$ cat src/rtl/hmbx_pkg.sv
package hmbx_pkg;

    typedef struct packed {
        logic       busy;
        logic [1:0] rsv_hi;
        logic       burst;
        logic       cmd;
        logic       rsv_lo;
        logic       ibf;
        logic       obf;
    } hmbx_status_t;

    typedef enum logic [1:0] {
        PORT_NONE = 2'd0,
        PORT_DATA = 2'd1,
        PORT_CMD  = 2'd2
    } hmbx_port_e;

    typedef struct packed {
        logic       wr;
        logic       rd;
        hmbx_port_e port;
    } hmbx_access_t;

    localparam hmbx_status_t STATUS_IDLE = '0;

    function automatic logic [7:0] status_byte(hmbx_status_t s);
        hmbx_status_t c;
        c        = s;
        c.rsv_hi = 2'b00;
        c.rsv_lo = 1'b0;
        return c;
    endfunction

endpackage

$ cat src/rtl/hmbx_decode.sv
module hmbx_decode
    import hmbx_pkg::*;
#(
    parameter int          ADDR_W    = 16,
    parameter int unsigned BASE_ADDR = 32'h0062,
    parameter int unsigned CMD_OFS   = 4
) (
    input  logic [ADDR_W-1:0] host_addr,
    input  logic              host_wr,
    input  logic              host_rd,
    output hmbx_access_t      acc
);
    localparam logic [ADDR_W-1:0] DATA_ADDR = ADDR_W'(BASE_ADDR);
    localparam logic [ADDR_W-1:0] CMD_ADDR  = ADDR_W'(BASE_ADDR + CMD_OFS);

    hmbx_port_e port;

    always_comb begin
        if (host_addr == DATA_ADDR)
            port = PORT_DATA;
        else if (host_addr == CMD_ADDR)
            port = PORT_CMD;
        else
            port = PORT_NONE;
        acc.port = port;
        acc.wr   = host_wr && (port != PORT_NONE);
        acc.rd   = host_rd && (port != PORT_NONE);
    end

    // nothing is selected for an address outside the two ports
    always_comb begin
        if ((host_addr != DATA_ADDR) && (host_addr != CMD_ADDR))
            a_undecoded_r11: assert (!acc.wr && !acc.rd);
    end

endmodule

$ cat src/rtl/hmbx_flags.sv
module hmbx_flags
    import hmbx_pkg::*;
#(
    parameter bit CMD_CHANNEL = 1'b1
) (
    input  logic         clk,
    input  logic         rst,
    input  hmbx_access_t acc,
    input  logic         bus_rst,
    input  logic         dev_in_rd,
    input  logic         dev_out_wr,
    input  logic         dev_obf_clr,
    input  logic         dev_busy_set,
    input  logic         dev_busy_clr,
    input  logic         dev_burst_set,
    input  logic         dev_burst_clr,
    output hmbx_status_t status,
    output logic         accept,
    output logic         in_evt
);
    hmbx_status_t st;
    logic         res_written;
    logic         drop;
    logic         host_data_rd;
    logic         busy_release;

    always_comb begin
        drop = 1'b0;
        if (CMD_CHANNEL)
            drop = acc.wr && ((acc.port == PORT_DATA) || st.busy);
        accept       = acc.wr && !drop && !bus_rst;
        host_data_rd = acc.rd && (acc.port == PORT_DATA);
        busy_release = dev_busy_clr && res_written;
    end

    always_ff @(posedge clk) begin
        if (rst) begin
            st          <= STATUS_IDLE;
            res_written <= 1'b0;
            in_evt      <= 1'b0;
        end else begin
            in_evt <= accept;

            if (bus_rst)
                st.ibf <= 1'b0;
            else if (accept)
                st.ibf <= 1'b1;
            else if (drop || dev_in_rd)
                st.ibf <= 1'b0;

            if (accept)
                st.cmd <= (acc.port == PORT_CMD);

            if (dev_out_wr)
                st.obf <= 1'b1;
            else if (dev_obf_clr || host_data_rd)
                st.obf <= 1'b0;

            if (dev_busy_set)
                st.busy <= 1'b1;
            else if (busy_release)
                st.busy <= 1'b0;

            if (dev_busy_set)
                res_written <= 1'b0;
            else if (dev_out_wr)
                res_written <= 1'b1;

            if (!CMD_CHANNEL && dev_burst_set)
                st.burst <= 1'b1;
            else if (dev_burst_clr)
                st.burst <= 1'b0;
        end
    end

    assign status = st;

    // an accepted command write shows up one cycle later
    p_cmd_accept_r2: assert property (@(posedge clk) disable iff (rst)
        (acc.wr && acc.port == PORT_CMD && !st.busy && !bus_rst)
        |=> (st.ibf && st.cmd && in_evt));

    // a device read with no host write leaves input-full clear
    p_devrd_clear_r3: assert property (@(posedge clk) disable iff (rst)
        (dev_in_rd && !acc.wr) |=> !st.ibf);

    // a device write always leaves output-full set
    p_obf_set_r4: assert property (@(posedge clk) disable iff (rst)
        dev_out_wr |=> st.obf);

    // busy cannot fall before a result byte is written
    p_busy_hold_r7: assert property (@(posedge clk) disable iff (rst)
        (st.busy && !res_written) |=> st.busy);

    // bus reset always leaves input-full clear
    p_busrst_r10: assert property (@(posedge clk) disable iff (rst)
        bus_rst |=> (!st.ibf && !in_evt));

    generate
        if (CMD_CHANNEL) begin : g_cmd_checks
            // a data-port write never leaves input-full set
            p_data_drop_r6: assert property (@(posedge clk) disable iff (rst)
                (acc.wr && acc.port == PORT_DATA) |=> (!st.ibf && !in_evt));
            // burst stays low
            p_burst_low_r8: assert property (@(posedge clk) disable iff (rst)
                !st.burst);
        end
    endgenerate

endmodule

$ cat src/rtl/hmbx_channel.sv
module hmbx_channel
    import hmbx_pkg::*;
#(
    parameter int          ADDR_W      = 16,
    parameter int unsigned BASE_ADDR   = 32'h0062,
    parameter int unsigned CMD_OFS     = 4,
    parameter bit          CMD_CHANNEL = 1'b1
) (
    input  logic              clk,
    input  logic              rst,
    input  logic [ADDR_W-1:0] host_addr,
    input  logic              host_wr,
    input  logic              host_rd,
    input  logic [7:0]        host_wdata,
    output logic [7:0]        host_rdata,
    input  logic              bus_rst,
    input  logic              dev_in_rd,
    output logic [7:0]        dev_in_data,
    input  logic              dev_out_wr,
    input  logic [7:0]        dev_out_data,
    input  logic              dev_obf_clr,
    input  logic              dev_busy_set,
    input  logic              dev_busy_clr,
    input  logic              dev_burst_set,
    input  logic              dev_burst_clr,
    output logic [7:0]        dev_status,
    output logic              in_evt
);
    hmbx_access_t acc;
    hmbx_status_t status;
    logic         accept;
    logic [7:0]   in_byte;
    logic [7:0]   out_byte;

    hmbx_decode #(
        .ADDR_W    (ADDR_W),
        .BASE_ADDR (BASE_ADDR),
        .CMD_OFS   (CMD_OFS)
    ) u_decode (
        .host_addr (host_addr),
        .host_wr   (host_wr),
        .host_rd   (host_rd),
        .acc       (acc)
    );

    hmbx_flags #(
        .CMD_CHANNEL (CMD_CHANNEL)
    ) u_flags (
        .clk           (clk),
        .rst           (rst),
        .acc           (acc),
        .bus_rst       (bus_rst),
        .dev_in_rd     (dev_in_rd),
        .dev_out_wr    (dev_out_wr),
        .dev_obf_clr   (dev_obf_clr),
        .dev_busy_set  (dev_busy_set),
        .dev_busy_clr  (dev_busy_clr),
        .dev_burst_set (dev_burst_set),
        .dev_burst_clr (dev_burst_clr),
        .status        (status),
        .accept        (accept),
        .in_evt        (in_evt)
    );

    always_ff @(posedge clk) begin
        if (rst) begin
            in_byte  <= '0;
            out_byte <= '0;
        end else begin
            if (accept)
                in_byte <= host_wdata;
            if (dev_out_wr)
                out_byte <= dev_out_data;
        end
    end

    always_comb begin
        host_rdata = '0;
        if (acc.rd) begin
            case (acc.port)
                PORT_DATA: host_rdata = out_byte;
                PORT_CMD:  host_rdata = status_byte(status);
                default:   host_rdata = '0;
            endcase
        end
    end

    assign dev_in_data = in_byte;
    assign dev_status  = status_byte(status);

    // reserved status bits always read 0
    p_rsv_zero_r5: assert property (@(posedge clk) disable iff (rst)
        (dev_status[6:5] == 2'b00) && (dev_status[2] == 1'b0));

endmodule

$ cat config.mk
export PLATFORM = sky130hd
export DESIGN_NAME = hmbx_channel
export DESIGN_NICKNAME = d
export VERILOG_FILES = /design/src/rtl/hmbx_pkg.sv /design/src/rtl/hmbx_decode.sv /design/src/rtl/hmbx_flags.sv /design/src/rtl/hmbx_channel.sv
export SDC_FILE = /design/constraint.sdc
export NUM_CORES = 1
export LEC_CHECK = 0
export CAP_MARGIN = 20
export CORE_MARGIN = 5
export CORE_UTILIZATION = 39
export DETAILED_ROUTE_END_ITERATION = 10
export GPL_ROUTABILITY_DRIVEN = 0
export PLACE_DENSITY = 0.85
export SETUP_SLACK_MARGIN = 0.4
export SYNTH_ARGS = -nofsm -noshare
export SYNTH_HDL_FRONTEND = slang
export SYNTH_HIERARCHICAL = 1
export SYNTH_SLANG_ARGS = --single-unit
$ cat constraint.sdc
create_clock -name clk -period 4.65 [get_ports clk]
set_input_delay 0.6975 -clock clk [delete_from_list [all_inputs] [get_ports clk]]
set_output_delay 0.6975 -clock clk [all_outputs]
set_load 0.05 [all_outputs]
==> key figures, run 1 <==
CTS
  • Insertion delay to the later sink of the worst-skew pair: 290 ps
  • H-tree levels: 1
  • Total clock sinks: 22
  • Post-CTS Hold Fix Bufs: 0
  • Max clock buf depth: 2
  • Clk Tree Root Cell: clkbuf_4
  • Post_cts resized: 0
  • Num CTS Buffers: 3
  • Setup Buffers After CTS: 0
  • Clock transition at path regs: 110 ps
  • CTS tree: built

Job
  • Max-cap viol count: 0

Layout
  • Layout cells sized above 1: 12.14%
  • Synth-to-Final Area Change: 62.73%
  • Nets: 221
  • Design area: 1759 µm²
  • N_diodes: 0
  • Fin util: 64.91%

STA
  • Clock Skews: 0.3889 ps
  • Final worst-path cycle share: 83.25%
  • Setup_tns: 0 ps
  • Final setup vio count: 0
  • Worst slew pin tran: 797.8 ps
  • Worst slew margin: 46.41%
  • Final hold violation count: 0
  • Slew Limit Fails: 0
  • Fmax: 0.2583 GHz
  • RSZ-0062 raised after global routing: no
  • Minimum clock period: 3871 ps

Setup path
  • Cell Chain, Critical Path: clkdlybuf4s50_1, or4_2, nor4_1, buf_4, inv_1, ha_1, nand2b_1, nor2_1, buf_12
  • Crit start category: input pin
  • CP Capture Type: output port
  • Critical Path Max Stage Delay: 680 ps
  • Worst Setup EP: host_rdata[7]
  • Setup CP Type: input pin to output port
  • Worst-path fanout max: 5
  • Total stage count of the critical path: 9
  • Largest delay contributor family on the critical path: simple AND/OR/NAND/NOR gates
  • FF-to-FF Start: u_flags/status[7]
  • Arrival time worst endpoint: 3170 ps
  • CP Data Required Time: 3950 ps
  • Critical path's slowest cell: or4_2
  • Reg2reg path depth: 3
  • Reg-to-reg setup timing slack: 3060 ps
  • Worst R2R End: dev_in_data[3]
  • Worst Path Buf+Inv: 4
  • Worst Setup SP: host_addr[12]

Power
  • Final Power: 0.3446 mW
  • Pwr dens: 195.9 nW/µm²
  • Leak pwr: 0.6430 nW
  • Worst IR Drop VDD: 176.1 µV

Placed design
  • IO Port Bufs: 62
  • Hpwl dp: 2438 µm
  • Placed Area: 1737 µm²

GRT
  • Largest net degree at the start of global routing: 24
  • Antenna violations before repair: 0
  • GRT Util Overall: 14.98%
  • First-pass GRT wire length: 4871 µm
  • GR Overflow Total: 0
  • Vias in the first global route: 1033

Route
  • DR DRC count: 0
  • Via Count: 1023
  • Vias/cell: 5.015
  • Avg WL per Cell: 14.60 µm
  • Iteration count of the initial detailed-routing pass: 3
  • Drt total wl: 2978 µm
  • DRT iter0 DRCs: 34
  • Antenna viol nets, final: 0

Yosys
  • Mapped Area: 1081 µm²
  • Yosys warning count: 6
  • Synthesized instance count: 112
  • Syn Area/Cell: 9.652 µm²

Floorplan
  • Initial Utilization: 39.89%
  • Die Span X: 62.65 µm
  • Core ar.: 2710 µm²
  • Die area: 3925 µm²
  • Die Span Y: 62.65 µm
  • Row count: 19
  • Io pins: 69

Hold path
  • Hold crit path type: register to register

Outcome
  • Status: complete, no violations
power breakdown:
group | total, mW | switching, mW | internal [mW]
sequential | 0.198 | 0.00384 | 0.194
clock | 0.0809 | 0.0508 | 0.0301
combinational | 0.0658 | 0.0267 | 0.0391
total | 0.345 | 0.0814 | 0.263
through the flow:
stage,hold WS [ps],instances,setup slack [ps]
after floorplan,451.6,114,774.4
after global placement,466.2,201,808.0
after global routing,534.8,204,616.4
final,485.3,204,778.9
after CTS,490.4,204,774.1
after detailed placement,474.7,201,791.1
layout make-up:
cell class	count	area (µm²)
flip-flops and latches	22	440.4
fillers	211	950.9
clock buffers	3	22.52
inverters	4	15.01
well taps	31	38.79
multi-input cells	80	564.3
repair buffers	64	678.2
layer usage:
| metal | track usage, % | up-vias | wire, µm |
|---|---|---|---|
| li1 | - | 510 | - |
| met1 | 18.18 | 459 | 1221 |
| met2 | 22.93 | 52 | 1364 |
| met3 | 8.453 | 2 | 379 |
| met4 | 3.448 | 0 | 13 |
| met5 | 0 | - | 0 |
state kept, by name (all words and copies together) (netlist names):
name	cells
dev_in_data	8
out_byte	8
u_flags/in_evt	1
u_flags/res_written	1
u_flags/status	4
worst reg2reg max path: stages (launching register included):
cell,delay (ps)
dfxtp_1,390
nor4_4,750
mux2i_1,260
nor2_1,60
placed cells by master (no fill, tap or decap), drive strengths merged:
cell           instances
clkdlybuf4s50         54
nor2                  24
dfxtp                 22
mux2i                 17
buf                   10
a22oi                  5
nor4                   5
conb                   4
inv                    4
or4b                   4
and3                   3
nand2b                 3
clkbuf                 3
ha                     2
nor3                   2
or4                    2
nor2b                  2
nand4bb                1
nand2                  1
a21oi                  1
or3b                   1
o32a                   1
nand3b                 1
a31oi                  1
how the worst min path moves through the flow:
| stage | start | to | cells past startpoint |
|---|---|---|---|
| final | u_flags/res_written | u_flags/res_written | 2 |
| after global placement | out_byte[6] | out_byte[6] | 2 |
| after detailed placement | u_flags/res_written | u_flags/res_written | 2 |
| after floorplan | out_byte[2] | out_byte[2] | 2 |
| after global routing | u_flags/res_written | u_flags/res_written | 2 |
| after CTS | u_flags/res_written | u_flags/res_written | 2 |
No activity file was read; power rests on OpenSTA's default activity.
==> run 2, diff against run 1 <==
Settings changed: CORE_UTILIZATION 39 to 33, PLACE_DENSITY 0.85 to 0.76.
Clock period 4.65 ns to 3.2 ns, I/O delays scaled along.
==> key figures, run 2 (synthesis results as in run 1) <==
Outcome
  • Status: complete, no violations

Layout
  • N_diodes: 0 (unchanged)
  • Synth-to-Final Area Change: 94.79%
  • Design area: 2106 µm² (+20%)
  • Nets: 236 (+6.8%)
  • Commonest non-fill, non-tap cell in the layout: clkdlybuf4s50_1
  • Layout cells sized above 1: 34.04% (+22 points)
  • Most frequent cells in the layout: clkdlybuf4s50_1, dfxtp_1, nor2_1

Power
  • Pint: 0.3842 mW (+46%)
  • Worst IR Drop VDD: 206.1 µV (+17%)
  • Clk pwr share: 23.1% (-0.4 points)
  • Pwr dens: 241.8 nW/µm² (+23%)
  • Psw: 0.1249 mW (+54%)
  • Combinational share of power: 20.2% (+1.1 points)
  • Sw Ratio: 24.54% (+0.94 points)
  • Final Power: 0.5091 mW (+48%)
  • Share of power burned in registers: 56.7% (-0.7 points)
  • Leak pwr: 0.8187 nW (+27%)

CTS
  • Total clock sinks: 22 (unchanged)
  • CTS tree: built
  • H-tree levels: 1 (unchanged)
  • Insertion delay to the later sink of the worst-skew pair: 290 ps (about the same)
  • Clk Tree Root Cell: clkbuf_4
  • Clock transition at path regs: 110 ps (about the same)
  • Num CTS Buffers: 3 (unchanged)
  • Max clock buf depth: 2 (unchanged)

Route
  • Avg WL per Cell: 15.21 µm (+4.2%)
  • DRT iter0 DRCs: 19 (-44%)
  • DR DRC count: 0 (unchanged)
  • WL met3: 433 µm (+14%)
  • Antenna viol nets, final: 0 (unchanged)
  • Vias/cell: 4.776 (-4.8%)
  • Max Used Layer: met4
  • Wire length on met1: 1304 µm (+6.8%)
  • Met2 WL: 1738 µm (+27%)
  • Drt total wl: 3528 µm (+18%)
  • Via Count: 1108 (+8.3%)
  • Iteration count of the initial detailed-routing pass: 4 (+1)

Floorplan
  • Die area: 4521 µm² (+15%)
  • Row count: 20 (+1)
  • Die Span Y: 67.24 µm (+7.3%)
  • Core ar.: 3103 µm² (+14%)
  • Io pins: 69 (unchanged)
  • Initial Utilization: 34.84% (-5.1 points)
  • Die Span X: 67.24 µm (+7.3%)

STA
  • Clock Skews: 2.460 ps (+2.071 ps)
  • Worst slew pin tran: 566.0 ps (-231.8 ps)
  • Setup_tns: 0 ps (unchanged)
  • Fmax: 0.3548 GHz
  • Final worst-path cycle share: 88.08%
  • Minimum clock period: 2818 ps
  • Final hold violation count: 0 (unchanged)
  • RSZ-0062 raised after global routing: yes
  • Worst slew margin: 62.15% (+16 points)
  • Slew Limit Fails: 0 (unchanged)
  • Final setup vio count: 0 (unchanged)

Job
  • Max-cap viol count: 0 (unchanged)

GRT
  • Largest net degree at the start of global routing: 14 (-42%)
  • First-pass GRT wire length: 5209 µm (+6.9%)
  • GRT Util Overall: 15.22% (+0.24 points)
  • Vias in the first global route: 1172 (+13%)
  • GR Overflow Total: 0 (unchanged)
  • Antenna violations before repair: 0 (unchanged)

Setup path
  • Critical Path Max Stage Delay: 580 ps (-100 ps)
  • Critical path's slowest cell: or4_4
  • Worst-path fanout max: 5 (unchanged)
  • Setup CP Type: input pin to output port
  • Cell Chain, Critical Path: buf_6, or4_4, nor4_4, buf_4, ha_4, nand2b_4, nor2_4, buf_12
  • Worst Path Buf+Inv: 3 (-1)
  • Largest delay contributor family on the critical path: simple AND/OR/NAND/NOR gates
  • CP Data Required Time: 2720 ps (-1230 ps)
  • CP Capture Type: output port
  • Crit start category: input pin
  • Arrival time worst endpoint: 2340 ps (-830 ps)

Placed design
  • Hpwl dp: 2684 µm (+10%)
  • Placed Area: 1949 µm² (+12%)
  • IO Port Bufs: 62 (unchanged)

Hold path
  • Hold crit path type: register to register
==> run 2: changes by cell type in the layout (fill, tap and decap cells not counted), moves of 5 or more <==
| cell | before | now |
|---|---|---|
| buf_4 | 5 | 15 |
| nor2_1 | 24 | 19 |
| a22oi_2 | 0 | 5 |
| nor2_4 | 0 | 5 |
| a22oi_1 | 5 | 0 |
| clkdlybuf4s50_1 | 54 | 38 |
==> run 2: timing repair <==
item,CTS,global route
setup buffers,4,2
hold buffers,0,0
endpoints found under the setup margin,8,8
gates resized for setup,50,9
pin swaps,8,3
==> run 2: cell type report <==
class / count / area [µm²]
multi-input cells: 80 / 737.0
clock buffers: 3 / 22.52
well taps: 44 / 55.05
fillers: 237 / 997.2
inverters: 4 / 15.01
repair buffers: 79 / 835.8
flip-flops and latches: 22 / 440.4
==> run 2: worst reg2reg max path, cell delays in order (launching register included) <==
cell and delay [ps]:
dfxtp_1 390, nor4_4 340, buf_12 180, mux2i_1 210, nor2_1 60
==> run 2: worst paths after layout <==
| kind | to | start | cells past startpoint | slack, ps |
|---|---|---|---|---|
| worst max register to register | dev_in_data[0] | u_flags/status[7] | 4 | 1900 |
| worst max-delay path | host_rdata[3] | host_addr[3] | 8 | 380 |
| worst min register to register | u_flags/res_written | u_flags/res_written | 2 | 490 |
| worst min-delay path | u_flags/res_written | u_flags/res_written | 2 | 490 |
==> run 2: per-stage QoR <==
step	utilization, %	setup slack [ps]	std cells	hold slack [ps]
final	67.86	381.6	232	492.0
after global routing	67.86	329.2	232	534.0
after CTS	66.13	358.1	230	489.9
after detailed placement	62.82	-73.64	223	474.5
after global placement	62.82	-16.53	223	466.5
after floorplan	-	438.7	114	451.6
==> run 2: power by group through the flow <==
stage | sequential, mW | combinational [mW] | clock (mW)
2_1_floorplan | 0.298 | 0.0383 | 0
3_3_place_gp | 0.293 | 0.0989 | 0
3_5_place_dp | 0.294 | 0.101 | 0
4_1_cts | 0.288 | 0.102 | 0.121
5_1_grt | 0.290 | 0.110 | 0.132
6_report | 0.289 | 0.103 | 0.118
==> run 2: routing by layer <==
layer / track usage (%) / vias up
met5: 0 / -
met4: 5.570 / 0
met3: 6.988 / 6
met2: 28.47 / 54
met1: 14.40 / 511
li1: - / 537
